==> src/rtl/dpe_pkg.sv <==
package dpe_pkg;
    typedef enum logic [1:0] {
        V_CONT  = 2'd0,
        V_KEEP  = 2'd1,
        V_EARLY = 2'd2,
        V_LONG  = 2'd3
    } verdict_e;

    typedef enum logic {
        PH_COLLECT = 1'b0,
        PH_DECIDE  = 1'b1
    } phase_e;
endpackage

==> src/rtl/dpe_deser.sv <==
module dpe_deser #(
    parameter int PT_W = 64,
    parameter int K_W  = 8
) (
    input  logic            clk,
    input  logic            rst_n,
    input  logic            take_i,
    input  logic            bit_i,
    input  logic [K_W-1:0]  k_i,
    output logic [PT_W-1:0] point_o,
    output logic [K_W-1:0]  k_o,
    output logic            last_o
);
    localparam int CNT_W = $clog2(PT_W);
    localparam logic [CNT_W-1:0] CNT_TOP = CNT_W'(PT_W - 1);

    typedef struct packed {
        logic [PT_W-1:0]  pt;
        logic [K_W-1:0]   k;
        logic [CNT_W-1:0] cnt;
    } sh_t;

    sh_t sh_d, sh_q;

    always_comb begin
        sh_d   = sh_q;
        last_o = take_i && (sh_q.cnt == CNT_TOP);
        if (take_i) begin
            sh_d.pt = {sh_q.pt[PT_W-2:0], bit_i};
            if (sh_q.cnt == '0) begin
                sh_d.k = k_i;
            end
            sh_d.cnt = last_o ? '0 : sh_q.cnt + 1'b1;
        end
    end

    always_ff @(posedge clk) begin
        if (!rst_n) begin
            sh_q <= '0;
        end else begin
            sh_q <= sh_d;
        end
    end

    assign point_o = sh_q.pt;
    assign k_o     = sh_q.k;
endmodule

==> src/rtl/dpe_judge.sv <==
module dpe_judge #(
    parameter int PT_W    = 64,
    parameter int K_W     = 8,
    parameter int DP_BITS = 5,
    parameter int K_MIN   = 8,
    parameter int K_MAX   = 64
) (
    input  logic [PT_W-1:0]   point_i,
    input  logic [K_W-1:0]    k_i,
    output dpe_pkg::verdict_e verdict_o
);
    import dpe_pkg::*;

    localparam logic [K_W-1:0] LO = K_W'(K_MIN);
    localparam logic [K_W-1:0] HI = K_W'(K_MAX);

    logic is_dp;

    always_comb begin
        is_dp = (point_i[PT_W-1 -: DP_BITS] == '0);
        if (is_dp) begin
            verdict_o = (k_i > LO && k_i < HI) ? V_KEEP : V_EARLY;
        end else begin
            verdict_o = (k_i >= HI) ? V_LONG : V_CONT;
        end
    end
endmodule

==> src/rtl/dp_chain_eval.sv <==
module dp_chain_eval #(
    parameter int              N_ELEM  = 4,
    parameter int              PT_W    = 64,
    parameter int              TS_W    = 32,
    parameter int              K_W     = 8,
    parameter int              DP_BITS = 5,
    parameter int              K_MIN   = 8,
    parameter int              K_MAX   = 64,
    parameter logic [PT_W-1:0] SP_BASE = '0,
    localparam int             EI_W    = (N_ELEM > 1) ? $clog2(N_ELEM) : 1,
    localparam int             FD_W    = 2 * PT_W + TS_W
) (
    input  logic            clk,
    input  logic            rst_n,
    input  logic            pt_valid_i,
    input  logic            pt_bit_i,
    output logic            pt_ready_o,
    input  logic [K_W-1:0]  per_cnt_i,
    input  logic [TS_W-1:0] timer_i,
    input  logic            fifo_full_i,
    output logic            fifo_wr_o,
    output logic [FD_W-1:0] fifo_data_o,
    output logic            rld_valid_o,
    output logic [EI_W-1:0] rld_elem_o,
    output logic [PT_W-1:0] rld_point_o
);
    import dpe_pkg::*;

    localparam logic [EI_W-1:0] IDX_TOP = EI_W'(N_ELEM - 1);

    typedef struct packed {
        phase_e                      ph;
        logic [EI_W-1:0]             idx;
        logic [PT_W-1:0]             gen;
        logic [N_ELEM-1:0][PT_W-1:0] sp;
        logic [N_ELEM-1:0][TS_W-1:0] birth;
    } st_t;

    function automatic st_t init_st();
        st_t s;
        s.ph  = PH_COLLECT;
        s.idx = '0;
        s.gen = SP_BASE + PT_W'(N_ELEM);
        for (int i = 0; i < N_ELEM; i++) begin
            s.sp[i]    = SP_BASE + PT_W'(i);
            s.birth[i] = '0;
        end
        return s;
    endfunction

    st_t st_d, st_q;

    logic            take;
    logic            last_bit;
    logic [PT_W-1:0] end_pt;
    logic [K_W-1:0]  end_k;
    verdict_e        verdict;
    logic            keep;
    logic            chain_end;
    logic            go;

    dpe_deser #(.PT_W(PT_W), .K_W(K_W)) deser_i (
        .clk     (clk),
        .rst_n   (rst_n),
        .take_i  (take),
        .bit_i   (pt_bit_i),
        .k_i     (per_cnt_i),
        .point_o (end_pt),
        .k_o     (end_k),
        .last_o  (last_bit)
    );

    dpe_judge #(
        .PT_W(PT_W), .K_W(K_W), .DP_BITS(DP_BITS), .K_MIN(K_MIN), .K_MAX(K_MAX)
    ) judge_i (
        .point_i   (end_pt),
        .k_i       (end_k),
        .verdict_o (verdict)
    );

    always_comb begin
        st_d        = st_q;
        pt_ready_o  = (st_q.ph == PH_COLLECT);
        take        = pt_valid_i && pt_ready_o;
        keep        = (verdict == V_KEEP);
        chain_end   = (verdict != V_CONT);
        go          = (st_q.ph == PH_DECIDE) && !(keep && fifo_full_i);
        fifo_wr_o   = go && keep;
        rld_valid_o = go && chain_end;
        rld_elem_o  = st_q.idx;
        rld_point_o = st_q.gen;
        fifo_data_o = {st_q.sp[st_q.idx], end_pt, st_q.birth[st_q.idx]};

        if (last_bit) begin
            st_d.ph = PH_DECIDE;
        end
        if (go) begin
            st_d.ph  = PH_COLLECT;
            st_d.idx = (st_q.idx == IDX_TOP) ? '0 : st_q.idx + 1'b1;
            if (chain_end) begin
                st_d.sp[st_q.idx]    = st_q.gen;
                st_d.birth[st_q.idx] = timer_i;
                st_d.gen             = st_q.gen + 1'b1;
            end
        end
    end

    always_ff @(posedge clk) begin
        if (!rst_n) begin
            st_q <= init_st();
        end else begin
            st_q <= st_d;
        end
    end
endmodule

==> config.mk <==
export PLATFORM = sky130hd
export DESIGN_NAME = dp_chain_eval
export DESIGN_NICKNAME = d
export VERILOG_FILES = /design/src/rtl/dpe_pkg.sv /design/src/rtl/dpe_deser.sv /design/src/rtl/dpe_judge.sv /design/src/rtl/dp_chain_eval.sv
export SDC_FILE = /design/constraint.sdc
export NUM_CORES = 1
export LEC_CHECK = 0
export ABC_AREA = 0
export BUFFER_PORTS_ARGS = -buffer_cell sky130_fd_sc_hd__buf_2
export CAP_MARGIN = 20
export CORE_MARGIN = 1.5
export CORE_UTILIZATION = 40
export DETAILED_ROUTE_END_ITERATION = 10
export SLEW_MARGIN = 25
export SYNTH_ARGS = -nofsm -noshare
export SYNTH_HDL_FRONTEND = slang
export SYNTH_SLANG_ARGS = --single-unit
==> constraint.sdc <==
create_clock -name clk -period 3.5 [get_ports clk]
set_clock_uncertainty 0.05 [all_clocks]
set_input_delay 1.05 -clock clk [delete_from_list [all_inputs] [get_ports clk]]
set_output_delay 1.05 -clock clk [all_outputs]
set_load 0.01 [all_outputs]
After elaboration in Yosys (flattened, before gate mapping)
Index checks and enable logic that the tools add are counted.
- add/sub/neg operators: 3
- magnitude comparators: 5
- equality and inequality tests: 3
- muxes and demuxes: 15
- bitwise logic cells: 2
- reductions and logical operators: 15
- operators with widths (cell ; number):
    $bwmux W256 ; 1
    $bmux W64 S2 ; 1
    $bwmux W128 ; 1
    $demux W64 S2 ; 1
    $mux W64 ; 2
    $add A64 B1 Y64 const B ; 1
    $bmux W32 S2 ; 1
    $demux W32 S2 ; 1
    $mux W32 ; 2
    $ge A8 B7 Y1 const B ; 1
    $gt A8 B4 Y1 const B ; 1
    $logic_and A1 B1 Y1 ; 8
    $lt A8 B7 Y1 const B ; 1
    $mux W2 ; 4
    $add A6 B1 Y6 const B ; 1
    $eq A6 B6 Y1 const B ; 1
    $logic_not A6 Y1 ; 1
    $mux W6 ; 1
    $logic_not A5 Y1 ; 1
    $reduce_and A2 Y1 ; 2
    $lt A2 B3 Y1 const B ; 1
    $add A2 B1 Y2 const B ; 1
    $eq A2 B1 Y1 const B ; 1
    $eq A2 B2 Y1 const B ; 1
    5 further kinds ; 6
- flip-flop bits (word level): 529
- input bits: 45
- output and inout port bits: 229
- word-level logic and storage cells: 57

Logic depth before layout (Yosys ltp)
- word-level depth: 9
- depth in mapped cells: 12
- depth with buffers taken out: 6

Modules after synthesis
From an unflattened synthesis, not the netlist that was laid out.
- cells, all modules: 2688
- area total of the unflattened synthesis: 22927.0 sq um
- modules (own cells, without submodules) (module ; times used ; cells an instance ; area an instance (sq um) ; sequential area each (sq um)):
    dp_chain_eval ; 1 ; 2331 ; 19478.7 ; 9028.7
    dpe_deser ; 1 ; 349 ; 3392.0 ; 1561.5
    dpe_judge ; 1 ; 8 ; 56.3 ; 0.0

Least setup slack after synthesis
No wires, ideal clock.
- kind: input to output
- start: input port fifo_full_i
- end: output port rld_valid_o
- arrival: 2129 ps
- data required time: 2400 ps
- slack: 271 ps
- cell stages on the path: 5
- path buffers: 1
- path through: and4bb_2 a32oi_4 nand3_2 inv_1 buf_2
- word-level cells in the longest chain between the ends: 4
- ends and longest elaborated chain (item ; RTL line ; source):
    start, declared ; dp_chain_eval.sv:20 ; input logic fifo_full_i,
    $logic_and A1 B1 Y1 ; dp_chain_eval.sv:87 ; go = (st_q.ph == PH_DECIDE) && !(keep && fifo_full_i);
    $logic_not A1 Y1 ; dp_chain_eval.sv:87 ;
    $logic_and A1 B1 Y1 ; dp_chain_eval.sv:87 ;
    $logic_and A1 B1 Y1 ; dp_chain_eval.sv:89 ; rld_valid_o = go && chain_end;
    end, declared ; dp_chain_eval.sv:23 ; output logic rld_valid_o,
Every way passes these cells.

Worst setup path after layout
- start: register deser_i.sh_q (netlist bit deser_i.point_o[62])
- end: output port fifo_wr_o
- word-level cells in the longest chain between the ends: 7
- ends and longest elaborated chain (item ; RTL line ; source):
    start, declared ; dpe_deser.sv:23 ; sh_t sh_d, sh_q;
    start signal, assigned ; dpe_deser.sv:39 ; sh_q <= '0;
    start signal, assigned ; dpe_deser.sv:41 ; sh_q <= sh_d;
    $logic_not A5 Y1 (*) ; dpe_judge.sv:20 ; is_dp = (point_i[PT_W-1 -: DP_BITS] == '0);
    $mux W2 (*) ; dpe_judge.sv:21 ; if (is_dp) begin
    $eq A2 B1 Y1 (*) ; dp_chain_eval.sv:85 ; keep = (verdict == V_KEEP);
    $logic_and A1 B1 Y1 ; dp_chain_eval.sv:87 ;
    $logic_not A1 Y1 ; dp_chain_eval.sv:87 ;
    $logic_and A1 B1 Y1 ; dp_chain_eval.sv:87 ;
    $logic_and A1 B1 Y1 (*) ; dp_chain_eval.sv:88 ; fifo_wr_o = go && keep;
    end, declared ; dp_chain_eval.sv:21 ; output logic fifo_wr_o,
Every way passes the cells marked *; elsewhere a longest branch is shown, timed or not.

==> qor_table.md <==
| Parameter | This run |
|---|---|
| Run status | finished clean |
| Endpoints failing hold | 0 |
| Height of the die | 239 um |
| Number of flops mapped to enable cells by yosys | 0 |
| Commonest cells after routing, fill and taps aside | dfxtp_1 (527), nand3_1 (421), o21ai_0 (392) |
| WHS Endpoint | st_q[18]$_SDFFE_PN0P_ |
| Cell count of the worst reg-to-reg path | 6 |
| Proportion of layout cells with a drive suffix above 1 | 20.3% |
| Area of all placed cells without fillers | 25400 um^2 |
| Achievable Freq | 298 MHz |
| Setup violations, final | 0 |
| Max cap viols | 0 |
| Critical register-to-register path endpoint | rld_point_o[50]$_SDFFE_PN0P_ |
| Maximum ir drop on the vdd rail | 375 uV |
| TritonCTS clock tree | built |
| Total negative slack | 0 ps |
| Data required time of the critical path | 2400 ps |
| Antenna diodes | 0 |
| Total power of the final layout | 12.3 mW |
| DRC violation count after routing | 0 |
| Sequential share of the synthesized area | 47.4% |
| Die Area | 57300 um^2 |
| Type of destination of the critical path | output port |
| Unrepaired setup endpoints after global routing | no |
| Total routing usage reported by global routing | 19.9% |
| Starting density of the core | 40.5% |
| Hold/Removal Path Class | flop to flop |
| Synthesized cell area | 22300 um^2 |
| Final Net Count | 2604 |
| Most common cell after layout, fill and taps aside | dfxtp_1 |
| Place WS | 236 ps |
| Post-cts hold buffer count | 0 |
| Number of levels in the clock H-tree | 2 |
| IO Port Bufs | 273 |
| Total clock buffers created by CTS | 56 |
| Synth-to-layout area growth | 13.6% |
| Largest net degree at the start of global routing | 157 |
| Worst min-delay path startpoint | st_q[18]$_SDFFE_PN0P_ |
| Count of boundary I/O pins | 274 |
| Wire length of the first global-routing pass | 91500 um |
| Count of cell types in the netlist | 44 |
| Number of antenna-violating nets in the routed design | 0 |
| Vias in the first global route | 16870 |
| Period utilisation layout | 95.9% |
| Leading register cell type out of synthesis | dfxtp_1 |
| Weighted congestion reported at the end of routability-driven placement | 0.773 |
| Pin slew with the least headroom to its limit | 710 ps |
| Number of clock sinks | 529 |
| Number of warning messages in the yosys log | 0 |
| Crit path time final | 3360 ps |
| Startpoint of the worst-slack reg-to-reg timing path | rld_point_o[3]$_SDFFE_PN0P_ |
| Crit. Startpoint | deser_i.point_o[62]$_SDFFE_PN0P_ |
| Instance area at placement | 23500 um^2 |
| Violation count after the first detailed-routing iteration | 1200 |
| Hold depth | 2 |
| Clk_lat worst skew | 610 ps |
| Core area | 55200 um^2 |
| Crit path cell chain | or4_4, a2111oi_2, a21oi_1, and2_1, buf_2 |
| Register bit total from synthesis | 529 |
| Initial antenna violation count | 1 |
| P_leak | 9.14 nW |
| Die width | 239 um |
| Net count after synthesis | 2569 |
| Number of non-filler instances in the completed layout | 3344 |
| Number of rows created at floorplan | 86 |
| Via density per instance | 5.39 |
| Final WS setup | 142 ps |
| Critical path's largest stage delay | 590 ps |
| Gate count of the mapped netlist | 2517 |
| Register clock-pin slew on the reported worst setup and hold paths | 60 ps |
| Worst Path Arrival | 2260 ps |
| Worst Path Class, Setup | flop to output port |
| Synthesized area divided by synthesized cell count | 8.88 um^2 |
| Buffer levels on the longest clock path | 3 |
| First drt pass iteration count | 5 |
| Hold_ws | 403 ps |
| CP max-delay cell | or4_4 |
| Post-synthesis async set-or-reset flop share | 0% |
| DRT Wirelength | 58400 um |
| Slew Limit Fails | 0 |
| GR Overflow Total | 0 |
| Register-to-register setup slack | 640 ps |
| End-of-flow core utilization | 46.0% |
| Final HPWL from detailed placement | 37400 um |
| Instance count after placement with tap cells included | 3241 |
| P per Cell Area | 483 nW/um^2 |
| Startpoint type of the worst setup path | flop |
| CTS root buf | clkbuf_16 |
| Largest fanout on the critical path | 4 |
| Slew margin rel. | 52.6% |
| Routed len/inst | 17.5 um |
| Vias post-DR | 18021 |
[worst max-delay path by stage]
stage                     cells after the start  slack, ps          endpoint
final                                         5        140         fifo_wr_o
after global routing                          3         10  fifo_data_o[138]
after CTS                                     5         10         fifo_wr_o
after detailed placement                      6        240       rld_valid_o
after global placement                        6        250       rld_valid_o
after floorplan                               5        270       rld_valid_o
[critical path: cells and delay by family (launching register included)]
kind	cells	cell delay, ps
DFF	1	340
AOI/OAI and AO/OA	2	390
buffers and inverters	1	140
and+or+nand+nor	2	780
[Yosys cell counts, drive strengths merged, types with 17 or more instances]
library cell | n | share of area, %
dfxtp | 529 | 47
nand3 | 422 | 9.5
o21ai | 393 | 8.9
nand2 | 376 | 6.3
buf | 194 | 5.5
clkbuf | 152 | 2.6
a21oi | 97 | 2.2
mux4 | 96 | 9.7
nor2 | 35 | 0.59
mux2i | 31 | 1.4
nand4 | 28 | 0.92
nand2b | 26 | 0.73
nor4 | 26 | 0.76
or4 | 17 | 0.59
[per-layer routing]
layer  global-route usage, %  vias to the layer above  wire length (um)
met5                       0                        -                13
met4                    6.60                        2              1560
met3                    3.87                      102              3370
met2                    31.9                      429             27000
met1                    26.8                     8624             26500
li1                        -                     8864                 -
[cell families after synthesis]
family | Yosys count | share of synthesized area [%]
and+or+nand+nor | 972 | 20.5
DFF | 529 | 47.4
AOI/OAI and AO/OA | 514 | 12.0
buffers and inverters | 360 | 8.33
muxes | 127 | 11.1
xor gates and xnor gates | 8 | 0.314
adders and majority gates | 7 | 0.392
[area by class of cell]
class / instances / area [um^2]
Tap cell: 748 / 936
Sequential cell: 529 / 10600
Clock buffer: 81 / 1600
Inverter: 14 / 53.8
Clock inverter: 21 / 254
Timing Repair Buffer: 323 / 2000
Fill cell: 5237 / 29800
Multi-Input combinational cell: 1628 / 9940
[sequential cells by signal, summed over array words and instances, names as in the netlist]
register         count
st_q               385
deser_i.k_o          8
rld_elem_o           2
deser_i.point_o     64
rld_point_o         64
deser_i.sh_q         6
[repair_timing]
action                     in CTS  in global routing
setup endpoints to repair       2                  1
buffers inserted                1                  0
gates resized for setup         1                  1
pin swaps                       1                  0
[where the power goes]
group	internal [mW]	total [mW]	switching (mW)
Clock	3.47	5.95	2.48
Combinational	0.0679	0.278	0.210
Sequential	6.03	6.04	0.00743
Total	9.57	12.3	2.69
(Power assumes the default switching activity.)
